<file path="src/rtl/nhb_pkg.sv">
package nhb_pkg;

  // register offsets on the host side
  localparam logic [2:0] OFS_DATA     = 3'h0;
  localparam logic [2:0] OFS_MODE     = 3'h4;
  localparam logic [2:0] OFS_STAT     = 3'h5;
  localparam logic [2:0] OFS_IRQ_PEND = 3'h6;
  localparam logic [2:0] OFS_IRQ_MASK = 3'h7;

  // mode register bit positions decoded by the pin logic
  localparam int unsigned MODE_CLE = 0;
  localparam int unsigned MODE_ALE = 1;
  localparam int unsigned MODE_CE  = 4;

  // status and mask bit positions
  localparam int unsigned STAT_BUSY   = 7;
  localparam int unsigned MASK_GLOBAL = 7;
  localparam int unsigned MASK_READY  = 0;

  typedef enum logic [1:0] {
    CYC_IDLE,
    CYC_SETUP,
    CYC_STROBE,
    CYC_HOLD
  } cyc_phase_e;

  typedef enum logic {
    HOST_IDLE,
    HOST_XFER
  } host_state_e;

endpackage

</file>
<file path="src/rtl/nhb_rb_sync.sv">
module nhb_rb_sync #(
  parameter int unsigned SYNC_STAGES = 2
) (
  input  logic clk,
  input  logic rst_n,
  input  logic rb_n_async,
  output logic rb_ready,
  output logic rb_rise
);

  logic [SYNC_STAGES-1:0] stg_q;
  logic [SYNC_STAGES-1:0] stg_d;
  logic                   last_q;

  genvar gi;
  generate
    for (gi = 0; gi < SYNC_STAGES; gi++) begin : g_stage
      if (gi == 0) begin : g_first
        assign stg_d[gi] = rb_n_async;
      end else begin : g_chain
        assign stg_d[gi] = stg_q[gi-1];
      end
    end
  endgenerate

  always_ff @(posedge clk or negedge rst_n) begin
    if (!rst_n) begin
      stg_q  <= '1;
      last_q <= 1'b1;
    end else begin
      stg_q  <= stg_d;
      last_q <= stg_q[SYNC_STAGES-1];
    end
  end

  assign rb_ready = stg_q[SYNC_STAGES-1];
  assign rb_rise  = stg_q[SYNC_STAGES-1] & ~last_q;

  // an edge pulse lasts one cycle only
  assert_rise_single_R9: assert property (@(posedge clk) disable iff (!rst_n)
    rb_rise |=> !rb_rise);

endmodule

</file>
<file path="src/rtl/nhb_irq_ctrl.sv">
module nhb_irq_ctrl
  import nhb_pkg::*;
(
  input  logic       clk,
  input  logic       rst_n,
  input  logic       ready_evt,
  input  logic       pend_clr,
  input  logic       mask_we,
  input  logic [7:0] mask_wdata,
  output logic       pend,
  output logic [7:0] mask,
  output logic       irq
);

  logic       pend_q, pend_d;
  logic [7:0] mask_q, mask_d;
  logic       irq_q, irq_d;

  always_comb begin
    pend_d = ready_evt | (pend_q & ~pend_clr);
    mask_d = mask_we ? mask_wdata : mask_q;
    irq_d  = mask_q[MASK_GLOBAL] & mask_q[MASK_READY] & pend_q;
  end

  always_ff @(posedge clk or negedge rst_n) begin
    if (!rst_n) begin
      pend_q <= 1'b0;
      mask_q <= '0;
      irq_q  <= 1'b0;
    end else begin
      pend_q <= pend_d;
      mask_q <= mask_d;
      irq_q  <= irq_d;
    end
  end

  assign pend = pend_q;
  assign mask = mask_q;
  assign irq  = irq_q;

  assert_event_latched_R9: assert property (@(posedge clk) disable iff (!rst_n)
    ready_evt |=> pend_q);

  assert_clear_works_R9: assert property (@(posedge clk) disable iff (!rst_n)
    (pend_clr && !ready_evt) |=> !pend_q);

  assert_irq_gated_R10: assert property (@(posedge clk) disable iff (!rst_n)
    !mask_q[MASK_GLOBAL] |=> !irq_q);

endmodule

</file>
<file path="src/rtl/nhb_byte_cycle.sv">
module nhb_byte_cycle
  import nhb_pkg::*;
#(
  parameter int unsigned SETUP_CLKS  = 1,
  parameter int unsigned STROBE_CLKS = 2
) (
  input  logic       clk,
  input  logic       rst_n,
  input  logic       start,
  input  logic       rd,
  input  logic [7:0] wbyte,
  input  logic [7:0] dq_in,
  output logic       last,
  output logic [7:0] rbyte,
  output logic       we_n,
  output logic       re_n,
  output logic [7:0] dq_out,
  output logic       dq_oe
);

  localparam int unsigned CNT_MAX = (SETUP_CLKS > STROBE_CLKS) ? SETUP_CLKS : STROBE_CLKS;
  localparam int unsigned CNT_W   = $clog2(CNT_MAX + 1);

  cyc_phase_e       phase_q, phase_d;
  logic [CNT_W-1:0] cnt_q, cnt_d;
  logic             rd_q, rd_d;
  logic [7:0]       dq_q, dq_d;
  logic             oe_q, oe_d;
  logic             we_n_q, we_n_d;
  logic             re_n_q, re_n_d;
  logic [7:0]       rbyte_q, rbyte_d;

  always_comb begin
    phase_d = phase_q;
    cnt_d   = cnt_q;
    rd_d    = rd_q;
    dq_d    = dq_q;
    oe_d    = oe_q;
    we_n_d  = we_n_q;
    re_n_d  = re_n_q;
    rbyte_d = rbyte_q;
    case (phase_q)
      CYC_IDLE, CYC_HOLD: begin
        if (start) begin
          phase_d = CYC_SETUP;
          cnt_d   = CNT_W'(SETUP_CLKS - 1);
          rd_d    = rd;
          dq_d    = wbyte;
          oe_d    = ~rd;
        end else if (phase_q == CYC_HOLD) begin
          phase_d = CYC_IDLE;
          oe_d    = 1'b0;
        end
      end
      CYC_SETUP: begin
        if (cnt_q == '0) begin
          phase_d = CYC_STROBE;
          cnt_d   = CNT_W'(STROBE_CLKS - 1);
          we_n_d  = rd_q;
          re_n_d  = ~rd_q;
        end else begin
          cnt_d = cnt_q - CNT_W'(1);
        end
      end
      CYC_STROBE: begin
        if (cnt_q == '0) begin
          phase_d = CYC_HOLD;
          we_n_d  = 1'b1;
          re_n_d  = 1'b1;
          if (rd_q) begin
            rbyte_d = dq_in;
          end
        end else begin
          cnt_d = cnt_q - CNT_W'(1);
        end
      end
      default: phase_d = CYC_IDLE;
    endcase
  end

  always_ff @(posedge clk or negedge rst_n) begin
    if (!rst_n) begin
      phase_q <= CYC_IDLE;
      cnt_q   <= '0;
      rd_q    <= 1'b0;
      dq_q    <= '0;
      oe_q    <= 1'b0;
      we_n_q  <= 1'b1;
      re_n_q  <= 1'b1;
      rbyte_q <= '0;
    end else begin
      phase_q <= phase_d;
      cnt_q   <= cnt_d;
      rd_q    <= rd_d;
      dq_q    <= dq_d;
      oe_q    <= oe_d;
      we_n_q  <= we_n_d;
      re_n_q  <= re_n_d;
      rbyte_q <= rbyte_d;
    end
  end

  assign last   = (phase_q == CYC_HOLD);
  assign rbyte  = rbyte_q;
  assign we_n   = we_n_q;
  assign re_n   = re_n_q;
  assign dq_out = dq_q;
  assign dq_oe  = oe_q;

  assert_strobe_exclusive_R6: assert property (@(posedge clk) disable iff (!rst_n)
    !(!we_n_q && !re_n_q));

  assert_setup_before_we_R6: assert property (@(posedge clk) disable iff (!rst_n)
    $fell(we_n_q) |-> (oe_q && $past(oe_q)));

  assert_no_drive_on_read_R6: assert property (@(posedge clk) disable iff (!rst_n)
    !re_n_q |-> !oe_q);

endmodule

</file>
<file path="src/rtl/nand_host_bridge.sv">
module nand_host_bridge
  import nhb_pkg::*;
#(
  parameter int unsigned HOST_W      = 16,
  parameter int unsigned SETUP_CLKS  = 1,
  parameter int unsigned STROBE_CLKS = 2,
  parameter int unsigned SYNC_STAGES = 2
) (
  input  logic              clk,
  input  logic              rst_n,
  input  logic              hb_req,
  input  logic              hb_wr,
  input  logic              hb_wide,
  input  logic [2:0]        hb_addr,
  input  logic [HOST_W-1:0] hb_wdata,
  output logic [HOST_W-1:0] hb_rdata,
  output logic              hb_ack,
  output logic              nf_ce_n,
  output logic              nf_cle,
  output logic              nf_ale,
  output logic              nf_we_n,
  output logic              nf_re_n,
  output logic [7:0]        nf_dq_out,
  output logic              nf_dq_oe,
  input  logic [7:0]        nf_dq_in,
  input  logic              nf_rb_n,
  output logic              irq
);

  localparam int unsigned LANES  = HOST_W / 8;
  localparam int unsigned LANE_W = $clog2(LANES);

  host_state_e       st_q, st_d;
  logic [7:0]        mode_q, mode_d;
  logic [LANE_W-1:0] lane_q, lane_d;
  logic [LANE_W-1:0] last_lane_q, last_lane_d;
  logic              rd_q, rd_d;
  logic [HOST_W-1:0] rdata_q, rdata_d;
  logic              ack_q, ack_d;

  logic              accept, is_data, more;
  logic              seq_start, seq_last, seq_rd;
  logic [LANE_W-1:0] lane_sel;
  logic [7:0]        seq_wbyte, seq_rbyte;
  logic [7:0]        reg_rd;
  logic              rb_ready, rb_rise;
  logic              pend_clr, mask_we;
  logic              pend;
  logic [7:0]        mask;

  nhb_rb_sync #(.SYNC_STAGES(SYNC_STAGES)) u_rb_sync (
    .clk        (clk),
    .rst_n      (rst_n),
    .rb_n_async (nf_rb_n),
    .rb_ready   (rb_ready),
    .rb_rise    (rb_rise)
  );

  nhb_irq_ctrl u_irq (
    .clk        (clk),
    .rst_n      (rst_n),
    .ready_evt  (rb_rise),
    .pend_clr   (pend_clr),
    .mask_we    (mask_we),
    .mask_wdata (hb_wdata[7:0]),
    .pend       (pend),
    .mask       (mask),
    .irq        (irq)
  );

  nhb_byte_cycle #(.SETUP_CLKS(SETUP_CLKS), .STROBE_CLKS(STROBE_CLKS)) u_cycle (
    .clk    (clk),
    .rst_n  (rst_n),
    .start  (seq_start),
    .rd     (seq_rd),
    .wbyte  (seq_wbyte),
    .dq_in  (nf_dq_in),
    .last   (seq_last),
    .rbyte  (seq_rbyte),
    .we_n   (nf_we_n),
    .re_n   (nf_re_n),
    .dq_out (nf_dq_out),
    .dq_oe  (nf_dq_oe)
  );

  // request decode and byte sequencing
  always_comb begin
    accept    = (st_q == HOST_IDLE) && hb_req;
    is_data   = (hb_addr == OFS_DATA);
    more      = (lane_q != last_lane_q);
    seq_start = (accept && is_data) || ((st_q == HOST_XFER) && seq_last && more);
    seq_rd    = accept ? ~hb_wr : rd_q;
    lane_sel  = accept ? '0 : (lane_q + LANE_W'(1));
    seq_wbyte = hb_wdata[{lane_sel, 3'b000} +: 8];
    pend_clr  = accept && hb_wr && (hb_addr == OFS_IRQ_PEND) && hb_wdata[0];
    mask_we   = accept && hb_wr && (hb_addr == OFS_IRQ_MASK);
  end

  // register read mux
  always_comb begin
    case (hb_addr)
      OFS_MODE:     reg_rd = mode_q;
      OFS_STAT:     reg_rd = {~rb_ready, 7'b0};
      OFS_IRQ_PEND: reg_rd = {7'b0, pend};
      OFS_IRQ_MASK: reg_rd = mask;
      default:      reg_rd = 8'h00;
    endcase
  end

  always_comb begin
    st_d        = st_q;
    mode_d      = mode_q;
    lane_d      = lane_q;
    last_lane_d = last_lane_q;
    rd_d        = rd_q;
    rdata_d     = rdata_q;
    ack_d       = 1'b0;
    if (accept) begin
      if (is_data) begin
        st_d        = HOST_XFER;
        lane_d      = '0;
        last_lane_d = hb_wide ? LANE_W'(LANES - 1) : '0;
        rd_d        = ~hb_wr;
        if (!hb_wr) begin
          rdata_d = '0;
        end
      end else begin
        ack_d   = 1'b1;
        rdata_d = {{(HOST_W-8){1'b0}}, reg_rd};
        if (hb_wr && (hb_addr == OFS_MODE)) begin
          mode_d = hb_wdata[7:0];
        end
      end
    end else if ((st_q == HOST_XFER) && seq_last) begin
      if (rd_q) begin
        rdata_d[{lane_q, 3'b000} +: 8] = seq_rbyte;
      end
      if (more) begin
        lane_d = lane_q + LANE_W'(1);
      end else begin
        st_d  = HOST_IDLE;
        ack_d = 1'b1;
      end
    end
  end

  always_ff @(posedge clk or negedge rst_n) begin
    if (!rst_n) begin
      st_q        <= HOST_IDLE;
      mode_q      <= '0;
      lane_q      <= '0;
      last_lane_q <= '0;
      rd_q        <= 1'b0;
      rdata_q     <= '0;
      ack_q       <= 1'b0;
    end else begin
      st_q        <= st_d;
      mode_q      <= mode_d;
      lane_q      <= lane_d;
      last_lane_q <= last_lane_d;
      rd_q        <= rd_d;
      rdata_q     <= rdata_d;
      ack_q       <= ack_d;
    end
  end

  assign hb_rdata = rdata_q;
  assign hb_ack   = ack_q;
  assign nf_ce_n  = ~mode_q[MODE_CE];
  assign nf_cle   = mode_q[MODE_CLE];
  assign nf_ale   = mode_q[MODE_ALE];

  assert_no_ack_mid_xfer_R7: assert property (@(posedge clk) disable iff (!rst_n)
    (st_q == HOST_XFER) |-> !hb_ack);

  assert_idle_strobes_high_R7: assert property (@(posedge clk) disable iff (!rst_n)
    (st_q == HOST_IDLE) |-> (nf_we_n && nf_re_n));

endmodule

</file>
<file path="config.mk">
export PLATFORM = sky130hd
export DESIGN_NAME = nand_host_bridge
export DESIGN_NICKNAME = d
export VERILOG_FILES = /design/src/rtl/nhb_pkg.sv /design/src/rtl/nhb_rb_sync.sv /design/src/rtl/nhb_irq_ctrl.sv /design/src/rtl/nhb_byte_cycle.sv /design/src/rtl/nand_host_bridge.sv
export SDC_FILE = /design/constraint.sdc
export NUM_CORES = 1
export LEC_CHECK = 0
export ABC_CLOCK_PERIOD_IN_PS = 3400
export BUFFER_PORTS_ARGS = -buffer_cell sky130_fd_sc_hd__buf_2
export CAP_MARGIN = 10
export CORE_ASPECT_RATIO = 1.25
export CORE_MARGIN = 2
export CORE_UTILIZATION = 58
export CTS_CLUSTER_DIAMETER = 200
export DETAILED_ROUTE_END_ITERATION = 12
export GPL_ROUTABILITY_DRIVEN = 1
export PLACE_DENSITY = 0.84
export SETUP_SLACK_MARGIN = 0.2
export SLEW_MARGIN = 20
export SYNTH_ARGS = -nofsm -noshare
export SYNTH_HDL_FRONTEND = slang
export SYNTH_SLANG_ARGS = --single-unit
</file>
<file path="constraint.sdc">
create_clock -name clk -period 3.4 [get_ports clk]
set_clock_uncertainty 0.2 [all_clocks]
set_input_delay 1.02 -clock clk [delete_from_list [all_inputs] [get_ports clk]]
set_output_delay 1.02 -clock clk [all_outputs]
set_load 0.02 [all_outputs]
</file>
Yosys cells after proc, flatten, opt, wreduce, memory -nomap -nowiden --
Cells that the tools add are included. Widths: inputs -> output; s select.
Cells by class: add/subtract/negate cells 3, eq/ne operators 16, shifts and indexed selects 3, muxes and demuxes 38, bitwise operators 14, reduce and logical (&&, ||, !) cells 30
Operators by type and width (number):
- $mux 16 | 5
- $pmux 8 s4 | 1
- $reduce_and 3->1 | 7
- $mux 1 | 20
- $bwmux 16 | 1
- $shift 8x6->16 const A | 1
- $shiftx 16x5->8 | 1
- $shiftx 8x6->16 | 1
- $mux 2 | 7
- $eq 3x3->1 const B | 4
- $pmux 2 s3 | 2
- $reduce_bool 2->1 | 5
- $logic_and 1x1->1 | 9
- $not 1->1 | 9
- $reduce_and 2->1 | 4
- $ne 2x1->1 const B | 3
- $ne 2x2->1 const B | 3
- $ne 3x3->1 const B | 2
- $neg 4->6 | 1
- $and 1x1->1 | 4
- $eq 2x2->1 const B | 2
- $logic_not 2->1 | 2
- $pmux 1 s2 | 2
- $logic_not 3->1 | 1
- 7 further kinds | 7
Storage, ports and cells: flip-flop bits (word level) 66, input bits 33, output and inout bits 32, word-level logic and storage cells 124

Longest topological paths before layout --
depth in word-level cells 8, mapped depth 7, mapped depth without buffers 6

Cells and area by module --
A second synthesis with hierarchy kept.
Unflattened totals: cells, all modules 267, area total of the unflattened synthesis 3290.7 µm²
By module, submodules not included:
- nand_host_bridge | instances 1, cells an instance 153, area an instance 1591.5 µm², seq. area each 725.7 µm²
- nhb_byte_cycle | instances 1, cells an instance 88, area an instance 1207.4 µm², seq. area each 603.1 µm²
- nhb_irq_ctrl | instances 1, cells an instance 22, area an instance 399.1 µm², seq. area each 250.2 µm²
- nhb_rb_sync | instances 1, cells an instance 4, area an instance 92.6 µm², seq. area each 78.8 µm²

Worst setup path before layout --
No wires, ideal clock.
path type input to register, from input hb_addr[0], to register u_cycle.rd_q, library setup time 0.125 ns, arrival time 2.210 ns, required time 3.075 ns, setup slack 0.865 ns, stages 5, path buffers 1, path through buf_4 or3_4 o22ai_4 nand2_4 mux2_4
Between the ends: word-level cells in the longest chain between the ends 4
RTL lines:
- from (decl) | line nand_host_bridge.sv:14 | input logic [2:0] hb_addr,
- $logic_not 3->1 | line nand_host_bridge.sv:89 | is_data = (hb_addr == OFS_DATA);
- $logic_and 1x1->1 | line nand_host_bridge.sv:91 | seq_start = (accept && is_data) || ((st_q == HOST_XFER) && seq_last && more);
- $logic_or 1x1->1 | line nand_host_bridge.sv:91
- $reduce_and 2->1 (no source line)
- to (signal assigned) | line nhb_byte_cycle.sv:94 | rd_q <= rd_d;
- to (decl) | line nhb_byte_cycle.sv:26 | logic rd_q, rd_d;
No other way between the ends. A chain may end at the register's enable or synchronous reset.

Worst setup path after layout --
from input hb_addr[1], to register u_cycle.rd_q
Same word-level chain as after synthesis.

==> results_dict.tcl <==
set metrics [dict create \
    multiInputGateArea_mm2 0.00124 \
    path_class "primary input to register" \
    clock_path_buffers 2 \
    crit_buf_inv 1 \
    grt_pass1_wl_um 11000 \
    antenna_found_initial 0 \
    worstHoldPathType "register to register" \
    syn_area_mm2 0.00306 \
    die_w_um 69 \
    gp_congestion 0.815 \
    die_area_mm2 0.00588 \
    gr-total-overflow 0 \
    routed_wl_um 6510 \
    diodes 0 \
    area_growth_pct 19.0 \
    crit_fanout 19 \
    dp_hpwl_um 4730 \
    cts_resized 0 \
    final.setup.tns_ns 0 \
    avgRoutedWirePerCell_um 16.4 \
    worst_path_dominant_cell_family "simple AND/OR/NAND/NOR gates" \
    synth_edf_count 0 \
    hold_buffers 0 \
    cts_inserted_buffers 9 \
    grt_pass1_vias 2277 \
    layout_commonest_cell "buf_2" \
    worstPathCellList "buf_2, or3_4, o22ai_4, nand2_4, mux2_4" \
    yosys_warnings 0 \
    power_leakage_nw 1.70 \
    hold_violations 0 \
    die_y_um 85.3 \
    slew_viol_final 0 \
    insertion_delay_ns 0.34 \
    slew_headroom 0.371 \
    pin_count 65 \
    core_mm2 0.00508 \
    synthFlopType "dfrtp_1" \
    cts.clk_slew.worst_paths_ns 0.07 \
    clock-sinks 66 \
    ys_types 49 \
    drt-initial-drc-count 205 \
    synth_area_per_cell_um2 11.6 \
    clockRootBuffer "clkbuf_8" \
    fin_ws_ns 0.961 \
    status "finished, final reports clean" \
    cp.required_ns 3.43 \
    worst-slew-pin-transition_ns 0.937 \
    cts_tree "yes" \
    arrival_ns 2.47 \
    route.detailed.drc 0 \
    start_util 0.603 \
    post-cts-setup-buffer-count 0 \
    period_share 0.717 \
    start_kind "primary input" \
    postLayoutCoreUtil 0.717 \
    fill_cells 395 \
    vias 2290 \
    seqCellArea_mm2 0.00166 \
    dp_slack_ns 0.608 \
    critPathSlowestCell "o22ai_4" \
    vias_per_cell 5.78 \
    ys_seq_elements 66 \
    power_density_mw_per_mm2 979 \
    rows 29 \
    cts_max_level 3 \
    cap_violations 0 \
    rsz0062_at_grt "no" \
    worst_path_largest_cell_delay_ns 0.44 \
    yosysSeqAreaShare 0.541 \
    dr.pass1.iters 4 \
    fin_crit_ns 2.44 \
    grt_max_degree 40 \
    final_cell_mix "buf_2, dfrtp_1, mux2_2, inv_1, a21oi_1" \
    power.total_w 0.00357 \
    syn_nets 303 \
    drive_above_1_share 0.365 \
    ant_nets 0 \
    timing.fmax_ghz 0.410 \
    worstSetupEndpointType "register" \
    synthArstFlopShare 1.00 \
    synthCells 265 \
    peakVddDrop_uv 539 \
    io_buffers 64 \
    track_usage 0.242 \
    fin_nets 367 \
    setup_viol 0 \
]
==> cell usage after synthesis, types with 2 or more instances <==
library cell  number  area, um2
a211oi_1           2       15.0
a21oi_1           18       90.1
a22o_1             7       61.3
a22oi_1            7       52.6
a31oi_1           11       68.8
and2_1             2       12.5
buf_2              2       10.0
buf_4              4       30.0
buf_6              2       22.5
clkbuf_1           5       18.8
dfrtp_1           61       1530
dfstp_2            5        131
ha_1               5       62.6
inv_1             18       67.6
mux2_2            27        304
mux2i_1            9       90.1
nand2_1            7       26.3
nand3_1           10       50.1
nand4_1            3       18.8
nor2_1            14       52.6
nor2b_1            2       12.5
o21ai_0           11       55.1
o21ai_1            3       15.0
o22a_1             4       35.0
o2bb2ai_1          2       17.5
==> sequential cells by signal (all words and copies together), names as in the netlist, 2 cells and up <==
| name | flops |
|---|---|
| hb_rdata | 16 |
| u_irq.mask | 8 |
| u_cycle.cnt_q | 2 |
| u_cycle.phase_q | 2 |
| u_rb_sync.stg_q | 2 |
| mode_q | 8 |
| u_cycle.dq_out | 8 |
| u_cycle.rbyte | 8 |
==> where the power goes <==
part	switching, W	internal [W]
Sequential	0.000235	0.00113
Combinational	0.000831	0.000595
Clock	0.000290	0.000486
==> final timing paths <==
path | start | end | slack, ns | cells past startpoint
min in group asynchronous | rst_n | u_irq.mask[5] | 0.50 | 1
worst max-delay path | hb_addr[1] | u_cycle.rd_q | 0.96 | 5
worst min-delay path | u_rb_sync.stg_q[0] | u_rb_sync.stg_q[1] | 0.16 | 0
worst min register to register | u_rb_sync.stg_q[0] | u_rb_sync.stg_q[1] | 0.16 | 0
max in group asynchronous | rst_n | u_cycle.we_n | 1.82 | 2
worst max register to register | u_cycle.phase_q[0] | u_cycle.phase_q[0] | 1.18 | 5
==> kinds of logic (layout without fill, tap and decap cells) <==
kind of cell             count (synthesis)  count (layout)  synth area share
buffers and inverters                   33             102            0.0523
XOR/XNOR                                 1               1           0.00286
AND/OR/NAND/NOR                         51              51            0.0919
multiplexers                            37              37             0.134
AO/OA/AOI/OAI                           72              72             0.158
flip-flops                              66              66             0.541
adder cells (fa/ha/maj)                  5               5            0.0204
==> worst register-to-register path, cell delays in order (launching register included) <==
cell and delay, ns:
dfrtp_1 0.43, inv_1 0.07, ha_1 0.75, inv_1 0.19
o41ai_1 0.38, a211oi_1 0.08
==> metal layers <==
layer,up-vias,wire length [um],GRT usage
li1,1091,-,-
met1,1115,2730,0.303
met2,71,3350,0.403
met3,13,295,0.0594
met4,0,133,0.103
met5,-,0,0
==> stage by stage <==
step / cells / area, um2 / hold WS, ns
2_1_floorplan: 265 / 3060 / 0.145
3_3_place_gp: 380 / 3410 / 0.146
3_5_place_dp: 380 / 3410 / 0.148
4_1_cts: 396 / 3640 / 0.157
5_1_grt: 396 / 3640 / 0.166
6_report: 396 / 3640 / 0.156
==> final cells by class <==
class | instances | area share
Clock buffer | 11 | 0.0360
Clock inverter | 5 | 0.0281
Inverter | 18 | 0.0185
Multi-Input combinational cell | 166 | 0.342
Sequential cell | 66 | 0.455
Tap cell | 62 | 0.0213
Timing Repair Buffer | 68 | 0.0996
Note: power is estimated with default switching activity, not from simulation.
